==> src/rtl/bwmode_pkg.sv <==
package bwmode_pkg;

  typedef enum logic [1:0] {
    ST_ACQ   = 2'd0,  // wide, waiting for a clean run
    ST_HELD  = 2'd1,  // narrow by request, held
    ST_ARMED = 2'd2,  // wide, hitless armed
    ST_HIT   = 2'd3   // narrow while reacquiring after a hitless trigger
  } bw_state_e;

  // Saturating clean-run step: a flagged comparison restarts the run.
  function automatic int unsigned step_run(input int unsigned cur,
                                           input logic lol_flag,
                                           input int unsigned limit);
    if (lol_flag)        return 0;
    if (cur >= limit)    return limit;
    return cur + 1;
  endfunction

  // Mode decision taken at each comparison strobe.
  function automatic bw_state_e next_mode(input bw_state_e cur,
                                          input logic req,
                                          input logic init,
                                          input logic hit_en,
                                          input logic lol_flag,
                                          input logic run_done);
    if (!init) return ST_ACQ;
    if (req) begin
      if (cur == ST_HELD || run_done) return ST_HELD;
      return ST_ACQ;
    end
    if (!hit_en) return ST_ACQ;
    case (cur)
      ST_HIT:   return run_done ? ST_ARMED : ST_HIT;
      ST_ARMED: return lol_flag ? ST_HIT : ST_ARMED;
      default:  return run_done ? ST_ARMED : ST_ACQ;
    endcase
  endfunction

  function automatic logic mode_is_narrow(input bw_state_e s);
    return (s == ST_HELD) || (s == ST_HIT);
  endfunction

endpackage

==> src/rtl/bw_lock_counter.sv <==
module bw_lock_counter #(
  parameter int LOCK_CYCLES = 8,
  localparam int CNT_W = $clog2(LOCK_CYCLES + 1)
) (
  input  logic clk,
  input  logic rst,
  input  logic strobe_i,
  input  logic lol_i,
  output logic run_done_next_o
);
  import bwmode_pkg::*;

  logic [CNT_W-1:0] cnt_q;
  logic [CNT_W-1:0] cnt_d;

  assign cnt_d = CNT_W'(step_run(32'(cnt_q), lol_i, LOCK_CYCLES));
  assign run_done_next_o = (cnt_d == CNT_W'(LOCK_CYCLES));

  always_ff @(posedge clk) begin
    if (rst)           cnt_q <= '0;
    else if (strobe_i) cnt_q <= cnt_d;
  end

  assert_cnt_bound_R4: assert property (@(posedge clk) disable iff (rst)
    cnt_q <= CNT_W'(LOCK_CYCLES));

  assert_lol_restart_R4: assert property (@(posedge clk) disable iff (rst)
    (strobe_i && lol_i) |=> (cnt_q == '0));

  assert_cnt_idle_R2: assert property (@(posedge clk) disable iff (rst)
    !strobe_i |=> $stable(cnt_q));

endmodule

==> src/rtl/bw_mode_fsm.sv <==
module bw_mode_fsm (
  input  logic clk,
  input  logic rst,
  input  logic strobe_i,
  input  logic lol_i,
  input  logic narrow_req_i,
  input  logic init_en_i,
  input  logic hitless_en_i,
  input  logic run_done_next_i,
  output logic narrow_o
);
  import bwmode_pkg::*;

  bw_state_e state_q;
  bw_state_e state_d;
  logic      hit_event;   // armed hitless function sees a phase error

  assign state_d   = next_mode(state_q, narrow_req_i, init_en_i,
                               hitless_en_i, lol_i, run_done_next_i);
  assign hit_event = strobe_i && (state_q == ST_ARMED) && lol_i &&
                     init_en_i && !narrow_req_i && hitless_en_i;
  assign narrow_o  = mode_is_narrow(state_q);

  always_ff @(posedge clk) begin
    if (rst)           state_q <= ST_ACQ;
    else if (strobe_i) state_q <= state_d;
  end

  assert_reset_wide_R1: assert property (@(posedge clk)
    rst |=> !narrow_o);

  assert_out_idle_R2: assert property (@(posedge clk) disable iff (rst)
    !strobe_i |=> $stable(narrow_o));

  assert_init_forces_wide_R5: assert property (@(posedge clk) disable iff (rst)
    (strobe_i && !init_en_i) |=> !narrow_o);

  assert_held_narrow_R6: assert property (@(posedge clk) disable iff (rst)
    (strobe_i && narrow_o && narrow_req_i && init_en_i) |=> narrow_o);

  assert_unarmed_wide_R7: assert property (@(posedge clk) disable iff (rst)
    (strobe_i && state_q == ST_ACQ && !run_done_next_i && !narrow_req_i)
      |=> !narrow_o);

  assert_hit_trigger_R8: assert property (@(posedge clk) disable iff (rst)
    hit_event |=> narrow_o);

  assert_no_hitless_wide_R10: assert property (@(posedge clk) disable iff (rst)
    (strobe_i && !narrow_req_i && !hitless_en_i) |=> !narrow_o);

endmodule

==> src/rtl/loop_bw_ctrl.sv <==
module loop_bw_ctrl #(
  parameter int LOCK_CYCLES = 8
) (
  input  logic clk,
  input  logic rst,
  input  logic pd_strobe,
  input  logic lol,
  input  logic narrow_req,
  input  logic init_en,
  input  logic hitless_en,
  output logic narrow_sel
);

  logic run_done_next;

  bw_lock_counter #(.LOCK_CYCLES(LOCK_CYCLES)) cnt_i (
    .clk             (clk),
    .rst             (rst),
    .strobe_i        (pd_strobe),
    .lol_i           (lol),
    .run_done_next_o (run_done_next)
  );

  bw_mode_fsm fsm_i (
    .clk             (clk),
    .rst             (rst),
    .strobe_i        (pd_strobe),
    .lol_i           (lol),
    .narrow_req_i    (narrow_req),
    .init_en_i       (init_en),
    .hitless_en_i    (hitless_en),
    .run_done_next_i (run_done_next),
    .narrow_o        (narrow_sel)
  );

  // leaving hitless recovery needs a full clean run (checked via counter)
  assert_recover_needs_run_R9: assert property (@(posedge clk) disable iff (rst)
    (pd_strobe && narrow_sel && !narrow_req && init_en && hitless_en &&
     !run_done_next) |=> narrow_sel);

endmodule

==> config.mk <==
export PLATFORM = sky130hd
export DESIGN_NAME = loop_bw_ctrl
export DESIGN_NICKNAME = d
export VERILOG_FILES = /design/src/rtl/bwmode_pkg.sv /design/src/rtl/bw_lock_counter.sv /design/src/rtl/bw_mode_fsm.sv /design/src/rtl/loop_bw_ctrl.sv
export SDC_FILE = /design/constraint.sdc
export NUM_CORES = 1
export LEC_CHECK = 0
export ABC_CLOCK_PERIOD_IN_PS = 1890
export BUFFER_PORTS_ARGS = -buffer_cell sky130_fd_sc_hd__buf_2
export CORE_AREA = 2 2 39 41
export DETAILED_ROUTE_END_ITERATION = 7
export DIE_AREA = 0 0 41 43
export PLACE_DENSITY = 0.44
export SLEW_MARGIN = 10
export SYNTH_ARGS = -nofsm -noshare
export SYNTH_HDL_FRONTEND = slang
export SYNTH_SLANG_ARGS = --single-unit
export TNS_END_PERCENT = 20
==> constraint.sdc <==
create_clock -name clk -period 1.89 [get_ports clk]
set_clock_uncertainty 0.2 [all_clocks]
set_input_delay 0.567 -clock clk [delete_from_list [all_inputs] [get_ports clk]]
set_output_delay 0.567 -clock clk [all_outputs]
set_load 0.01 [all_outputs]
# == After elaboration in Yosys (flattened, before gate mapping) ==
# Cells that the tools add are included.
# word_totals
reg_bits,6
input_bits,7
out_inout_bits,1
word_cells,36
# op_classes
addsub,1
n_lt_le_gt_ge,1
eq_ne,4
mux,26
n_reduce_logical,2
# ops
cell,n
$mux 2,9
$mux 1,13
$mux 4,3
$add 4x1->4 const B,1
$eq 2x2->1 const B,2
$eq 4x4->1 const B,1
$ge 4x4->1 const B,1
$pmux 2 s2,1
$eq 2x1->1 const B,1
$logic_or 1x1->1,2

# == Depth between registers and ports, before layout ==
# Gate-level depths: netlist of the first run.
# logic_depth
word_depth,16
ltp_mapped,5
ltp_nobuf,5

# == By module ==
# A second synthesis of the first run with hierarchy kept.
# hier_totals
cells_unflattened,42
area_unflattened_um2,341.6
# by_module_without_submodules
mod,instances,cells_per_inst,area_each_um2,seq_area_each_um2
bw_lock_counter,1,26,214.0,80.1
bw_mode_fsm,1,16,127.6,40.0

# == Worst setup path before layout of the first run ==
# OpenSTA, ideal clock, no wires.
# synth_timing
path_kind,register to register
start,register cnt_i.cnt_q[0]
end,register fsm_i.state_q[0]
setup_ns,0.084
t_arrival_ns,1.304
required_time_ns,1.606
path_slack_ns,0.302
stages_incl_launch_ff,6
n_path_buf,0
synth_period_minus_slack_ns,1.588
path_cell_list,dfxtp_1 > inv_2 > ha_1 > o31ai_2 > a21oi_1 > o31ai_2
# synth_between
elab_chain_cells,16
elab_cells_between_ends,21
classes_between,add/sub: 1; order compare: 1; eq/ne: 1; mux: 17; reduce/logical: 1
# synth_lines
element,line_no,source
"start, declared",bw_lock_counter.sv:13,logic [CNT_W-1:0] cnt_q;
"start signal, assigned",bw_lock_counter.sv:21,else if (strobe_i) cnt_q <= cnt_d;
$ge 4x4->1,bwmode_pkg.sv:15,if (cur >= limit) return limit;
$mux 1 (2 in series),bwmode_pkg.sv:15,
$mux 4 *,bwmode_pkg.sv:16,return cur + 1;
$mux 4 *,bwmode_pkg.sv:15,
$eq 4x4->1 *,bw_lock_counter.sv:17,assign run_done_next_o = (cnt_d == CNT_W'(LOCK_CYCLES));
$logic_or 1x1->1,bwmode_pkg.sv:28,if (cur == ST_HELD || run_done) return ST_HELD;
$mux 1,bwmode_pkg.sv:28,
$mux 1 (2 in series),bwmode_pkg.sv:27,if (req) begin
$mux 2,bwmode_pkg.sv:29,return ST_ACQ;
$mux 2,bwmode_pkg.sv:27,
$mux 2,bwmode_pkg.sv:31,if (!hit_en) return ST_ACQ;
$mux 2,bwmode_pkg.sv:32,case (cur)
$mux 2 *,bwmode_pkg.sv:31,
$mux 2 *,bwmode_pkg.sv:27,
"end signal, assigned",bw_mode_fsm.sv:26,else if (strobe_i) state_q <= state_d;
"end, declared",bw_mode_fsm.sv:14,bw_state_e state_q;
# Mark *: on every way between the ends. The rest lies on a longest branch, timed or not. The select of a mux whose other input is x is not followed.
# A chain may end at the register's enable or synchronous reset.

# == Worst setup path after layout of the first run ==
# Same ends and word-level chain as after synthesis.

==> results.yml, run 1 <==
route:
  vias_per_cell: 4.66
  ant_nets: 0
  first_iter_violations: 0
  drt-total-wl_um: 749
  vias: 312
  drt_drc_violations_left: 0
  drtPass1Iterations: 1
  wl_per_cell_um: 11.2
yosys:
  synth_cells: 42
  syn_area_um2: 359
  syn_area_per_cell_um2: 8.55
  synth-seq-cells: 6
  synth.distinct_cells: 23
  ys_warn_count: 0
  syn-num-nets: 51
  synth-seq-area-share_pct: 33.4
clock_tree:
  cts.repair.resized: 0
  postCtsSetupRepairBufs: 0
  cts_tree: "built"
  clkLatencyLatePin_ps: 250
  cts_made_buffers: 3
  cts.path.max_buffers: 2
  holdBufCountCts: 0
  cts_max_level: 1
  cts.sinks: 6
  clk_pin_slew_worst_paths_ps: 60
  clockRootBuffer: "clkbuf_4"
sta:
  fin_crit_ps: 1720
  setup-tns-final_ps: 0
  rsz0062_at_grt: "false"
  slew_violations: 0
  finalSetupViolations: 0
  relSlewSlack_pct: 80.5
  hold_viol: 0
  max_freq_mhz: 582
  tightestPinTransition_ps: 290
  min_period_over_period_pct: 91.0
global_route:
  grt_max_degree: 12
  grt_pass1_vias: 289
  gr-usage-all-layers_pct: 10.8
  grt_antenna_before_repair: 0
  grt-ovfl-total: 0
  grt_pass1_wl_um: 1190
power:
  clockPowerShare_pct: 43.9
  power-per-cell-area_nw_per_um2: 672
  p_comb_share_pct: 11.1
  switching_power_uw: 76.9
  leakage_nw: 0.190
  fin_total_pwr_uw: 292
  p_seq_share_pct: 44.9
  switching_share_pct: 26.3
  internal-power_uw: 216
  peakVddDrop_uv: 234
finish:
  layout-drive-gt1-share_pct: 29.4
  fillers: 141
  layout.cells.most_common_list: "7 x buf_2, 6 x dfxtp_1, 4 x nor2_1, 4 x a21oi_1, 3 x clkbuf_4"
  fin_nets: 62
  final_common_cell: "buf_2"
  area_growth_pct: 21.3
  diodes: 0
setup_path:
  critical_path_required_ps: 1860
  cp_cell_sequence: "inv_2, ha_1, o31ai_2, a21oi_1, o31ai_2"
  endpoint_kind: "flip-flop"
  cpMostUsedCell: "o31ai_2"
  crit_path_max_fanout: 4
  critPathMaxStageDelay_ps: 380
  crit_type: "reg2reg"
  worstPathArrival_ps: 1690
  critPathBufInv: 1
  start_kind: "flip-flop"
  cp_top_family: "compound AO/OA/AOI/OAI gates"
  slowest_stage: "dfxtp_1"
die:
  die_area_um2: 1760
  die_y_um: 43
  initial_core_util_pct: 25.9
  coreArea_um2: 1380
  die_w_um: 41
  fp-row-count: 14
  io_pins: 8
placed_design:
  port_buffers: 7
  dp_hpwl_um: 547
  place_congestion: 0.644
flow_run:
  maxCapViolCount: 0
min_path:
  hold_path_class: "reg2reg"
run_status:
  outcome: "finished, final reports clean"
[cell type report]
cell class / instances / area [um^2] / share of cell area, %
Timing Repair Buffer: 8 / 42.5 / 9.77
Sequential cell: 6 / 120 / 27.6
Clock buffer: 3 / 22.5 / 5.17
Inverter: 3 / 11.3 / 2.59
Multi-Input combinational cell: 31 / 219 / 50.3
Tap cell: 16 / 20.0 / 4.60
[metal layers]
| layer | track usage [%] | part of all wire (%) |
|---|---|---|
| met5 | 0 | 0 |
| met4 | 12.0 | 1.9 |
| met3 | 4.71 | 3.2 |
| met2 | 13.1 | 45 |
| met1 | 12.5 | 50 |
[worst min-delay path, stage by stage, from the launching register on]
cell	delay, ps
dfxtp_1	330
nand2_1	70
a21oi_1	50
[per-stage QoR]
step / hold WS, ps / std cells / worst slack (ps) / instance area [um^2] / util [%]
after global routing: 325 / 67 / 67.9 / 435 / 31.5
after floorplan: 262 / 42 / 302 / 359 / -
after CTS: 309 / 67 / 154 / 435 / 31.5
after detailed placement: 299 / 64 / 168 / 413 / 29.8
final: 305 / 67 / 171 / 435 / 31.5
after global placement: 294 / 64 / 188 / 413 / 29.8
[registers in the layout, indices dropped and copies added (netlist names)]
signal and flops:
fsm_i.state_q 2, cnt_i.cnt_q 4
[power groups by stage]
stage | Clock, mW | Combinational (mW) | Sequential, mW
after floorplan | 0 | 0.0183 | 0.134
after global placement | 0 | 0.0329 | 0.134
after detailed placement | 0 | 0.0326 | 0.134
after CTS | 0.131 | 0.0328 | 0.131
after global routing | 0.136 | 0.0367 | 0.132
final | 0.128 | 0.0326 | 0.131
[synthesized netlist by cell type]
master	instances	share of area, %
dfxtp_1	6	33
a21oi_1	4	5.6
nor2_1	4	4.2
a31oi_1	2	3.5
ha_1	2	7.0
inv_1	2	2.1
nand2_1	2	2.1
nand2b_1	2	3.5
nand3_1	2	2.8
o21ai_0	2	2.8
o31ai_2	2	7.0
a211oi_2	1	3.5
and4b_1	1	2.8
buf_2	1	1.4
clkbuf_1	1	1.0
inv_2	1	1.0
mux2i_1	1	2.8
nand3b_1	1	2.1
nand4b_1	1	2.4
o211a_1	1	2.8
o31ai_1	1	2.1
or3_1	1	1.7
xor2_1	1	2.4
[cells by family after synthesis]
group	share of synthesized area [%]
adders and majority gates	6.97
buffers and inverters	5.57
AOI/OAI and AO/OA	27.2
DFF	33.5
and+or+nand+nor	21.6
muxes	2.79
xor gates and xnor gates	2.44
[worst paths after layout]
kind                                startpoint               end  slack [ps]  depth (start not counted)
worst min register to register  cnt_i.cnt_q[2]    cnt_i.cnt_q[2]         300                          2
worst min-delay path            cnt_i.cnt_q[2]    cnt_i.cnt_q[2]         300                          2
worst max register to register  cnt_i.cnt_q[0]  fsm_i.state_q[0]         170                          5
worst max-delay path            cnt_i.cnt_q[0]  fsm_i.state_q[0]         170                          5
Power figures use the tool's default switching activity.
==> inputs of run 2 (changes only) <==
--- a/config.mk
+++ b/config.mk
@@ -5,12 +5,14 @@
 export SDC_FILE = /design/constraint.sdc
 export NUM_CORES = 1
 export LEC_CHECK = 0
-export ABC_CLOCK_PERIOD_IN_PS = 1890
+export ABC_CLOCK_PERIOD_IN_PS = 1900
 export BUFFER_PORTS_ARGS = -buffer_cell sky130_fd_sc_hd__buf_2
 export CORE_AREA = 2 2 39 41
+export CTS_CLUSTER_SIZE = 20
 export DETAILED_ROUTE_END_ITERATION = 7
 export DIE_AREA = 0 0 41 43
 export PLACE_DENSITY = 0.44
+export RECOVER_POWER = 100
 export SLEW_MARGIN = 10
 export SYNTH_ARGS = -nofsm -noshare
 export SYNTH_HDL_FRONTEND = slang
==> constraint.sdc (replaced) <==
create_clock -name clk -period 1.9 [get_ports clk]
set_clock_uncertainty 0.2 [all_clocks]
set_input_delay 0.57 -clock clk [delete_from_list [all_inputs] [get_ports clk]]
set_output_delay 0.57 -clock clk [all_outputs]
set_load 0.01 [all_outputs]
==> run 2 against run 1 <==
  * Die area stayed put
  * Clock power down 8%
  * Combinational power shrank 5%
  * Worst setup slack got worse by 7.5 ps
  * Final cell count shrank 1.5%
  * Power shrank 4.1%
  * Non-clock buffer count is 1 lower
  * Worst hold slack gained 6.2 ps
  * Critical path type unchanged
==> results.yml, run 2 (synthesized netlist as in run 1, its figures left out) <==
run_status:
  outcome: "finished, final reports clean"
global_route:
  top_usage_layer: "met2"
  gr-usage-all-layers_pct: 11.8
  grt_pass1_vias: 322
  grt_pass1_wl_um: 1300
  grt_use_met2_pct: 15.6
  grt-ovfl-total: 0
  grt_antenna_before_repair: 0
  grt.met1_usage_pct: 13.2
  use_met3_pct: 7.85
  grt_max_degree: 12
setup_path:
  endpoint_kind: "flip-flop"
  worstPathArrival_ps: 1700
  crit-reg2reg-capture: "fsm_i.state_q[0]"
  cpMostUsedCell: "o31ai_2"
  reg2regPathDepth: 5
  critPathMaxStageDelay_ps: 390
  start_kind: "flip-flop"
  critPathBufInv: 1
  critical_path_required_ps: 1860
  cp_top_family: "compound AO/OA/AOI/OAI gates"
  crit_start: "cnt_i.cnt_q[0]"
  crit_path_max_fanout: 4
  cp_cell_sequence: "inv_2, ha_1, o31ai_2, a21oi_1, o31ai_2"
  slowest_stage: "dfxtp_1"
  regToRegSetupSlack_ps: 160
  r2r_start: "cnt_i.cnt_q[0]"
  crit_type: "reg2reg"
sta:
  setup-tns-final_ps: 0
  slew_violations: 0
  hold_viol: 0
  fin_crit_ps: 1740
  setup_slack_ps: 164
  min_period_over_period_pct: 91.4
  tightestPinTransition_ps: 297
  finalSetupViolations: 0
  max_freq_mhz: 576
  rsz0062_at_grt: "false"
  relSlewSlack_pct: 80.1
placed_design:
  pre_cts_slack_ps: 139
  port_buffers: 7
  place_congestion: 0.651
  postPlaceCellArea_um2: 405
  dp_hpwl_um: 571
power:
  p_seq_share_pct: 46.7
  power-per-cell-area_nw_per_um2: 659
  clockPowerShare_pct: 42.2
  internal-power_uw: 212
  p_comb_share_pct: 11.0
  leakage_nw: 0.178
  switching_power_uw: 68.0
  peakVddDrop_uv: 185
  switching_share_pct: 24.3
route:
  vias: 318
  drt-total-wl_um: 805
  wl_per_cell_um: 12.2
  first_iter_violations: 5
  ant_nets: 0
  drt_drc_violations_left: 0
  drtPass1Iterations: 3
  vias_per_cell: 4.82
finish:
  regMostFlops: "cnt_i.cnt_q"
  layout-drive-gt1-share_pct: 24.0
  final_common_cell: "dfxtp_1"
  stdcell_area_um2: 425
  layout.cells.most_common_list: "6 x dfxtp_1, 5 x buf_2, 4 x nor2_1, 4 x a21oi_1, 3 x clkbuf_4"
  largestRegisters: "cnt_i.cnt_q: 4 flops, fsm_i.state_q: 2 flops"
  diodes: 0
  fin_nets: 61
  area_growth_pct: 18.5
  largest_reg_flops: 4
clock_tree:
  cts_made_buffers: 3
  holdBufCountCts: 0
  cts_max_level: 1
  postCtsSetupRepairBufs: 0
  clockRootBuffer: "clkbuf_4"
  cts_tree: "built"
  clkLatencyLatePin_ps: 250
  cts.path.max_buffers: 2
  cts.repair.resized: 0
  cts.sinks: 6
  clk_pin_slew_worst_paths_ps: 50
die:
  io_pins: 8
  die_y_um: 43
  coreArea_um2: 1380
  die_w_um: 41
  fp-row-count: 14
  initial_core_util_pct: 25.9
  die_area_um2: 1760
flow_run:
  maxCapViolCount: 0
min_path:
  hold_path_depth: 2
  hold_path_class: "reg2reg"
  hp-start: "cnt_i.cnt_q[2]"
  hold_path_end: "cnt_i.cnt_q[2]"
## run 2: cell count changes in the layout (fill, tap and decap cells not counted)
cell      delta
clkbuf_1     +2
buf_4        -1
buf_2        -2
## run 2: through the flow
| step | util (%) | hold WS (ps) | std cells | power (mW) |
|---|---|---|---|---|
| CTS | 30.9 | 307 | 66 | 0.291 |
| global route | 30.7 | 327 | 66 | 0.300 |
| finish | 30.7 | 311 | 66 | 0.280 |
| detailed placement | 29.3 | 298 | 63 | 0.165 |
| global placement | 29.3 | 295 | 63 | 0.164 |
| floorplan | - | 262 | 42 | 0.151 |
## run 2: area by class of cell
cell class / instances / area [um^2]
sequential: 6 / 120
tap: 16 / 20.0
timing repair buffer: 7 / 32.5
multi-input combinational: 31 / 219
inverter: 3 / 11.3
fill: 162 / 958
clock buffer: 3 / 22.5
## run 2: tightest hold or removal path: cells and delay by family (launching register included)
| kind | cells | cell delay (ps) |
|---|---|---|
| AOI/OAI and AO/OA | 1 | 50 |
| and+or+nand+nor | 1 | 70 |
| DFF | 1 | 340 |
## run 2: worst max path at each step
stage | endpoint | slack (ps) | cells past startpoint
5_1_grt | fsm_i.state_q[0] | 30 | 5
4_1_cts | fsm_i.state_q[0] | 130 | 5
2_1_floorplan | fsm_i.state_q[0] | 310 | 5
3_3_place_gp | fsm_i.state_q[0] | 160 | 5
3_5_place_dp | fsm_i.state_q[0] | 140 | 5
6_report | fsm_i.state_q[0] | 160 | 5
## run 2: layer usage
metal / wire (um) / share of wire (%) / vias up
met1: 408 / 51 / 144
met4: 17 / 2.1 / 0
met2: 357 / 44 / 4
li1: - / - / 168
met5: 0 / 0 / -
met3: 22 / 2.7 / 2
## run 2: power by group through the flow
stage          sequential (mW)  combinational [mW]  clock (mW)
4_1_cts                  0.131              0.0313       0.129
2_1_floorplan            0.133              0.0182           0
3_3_place_gp             0.134              0.0308           0
5_1_grt                  0.131              0.0349       0.134
6_report                 0.131              0.0309       0.118
3_5_place_dp             0.133              0.0311           0
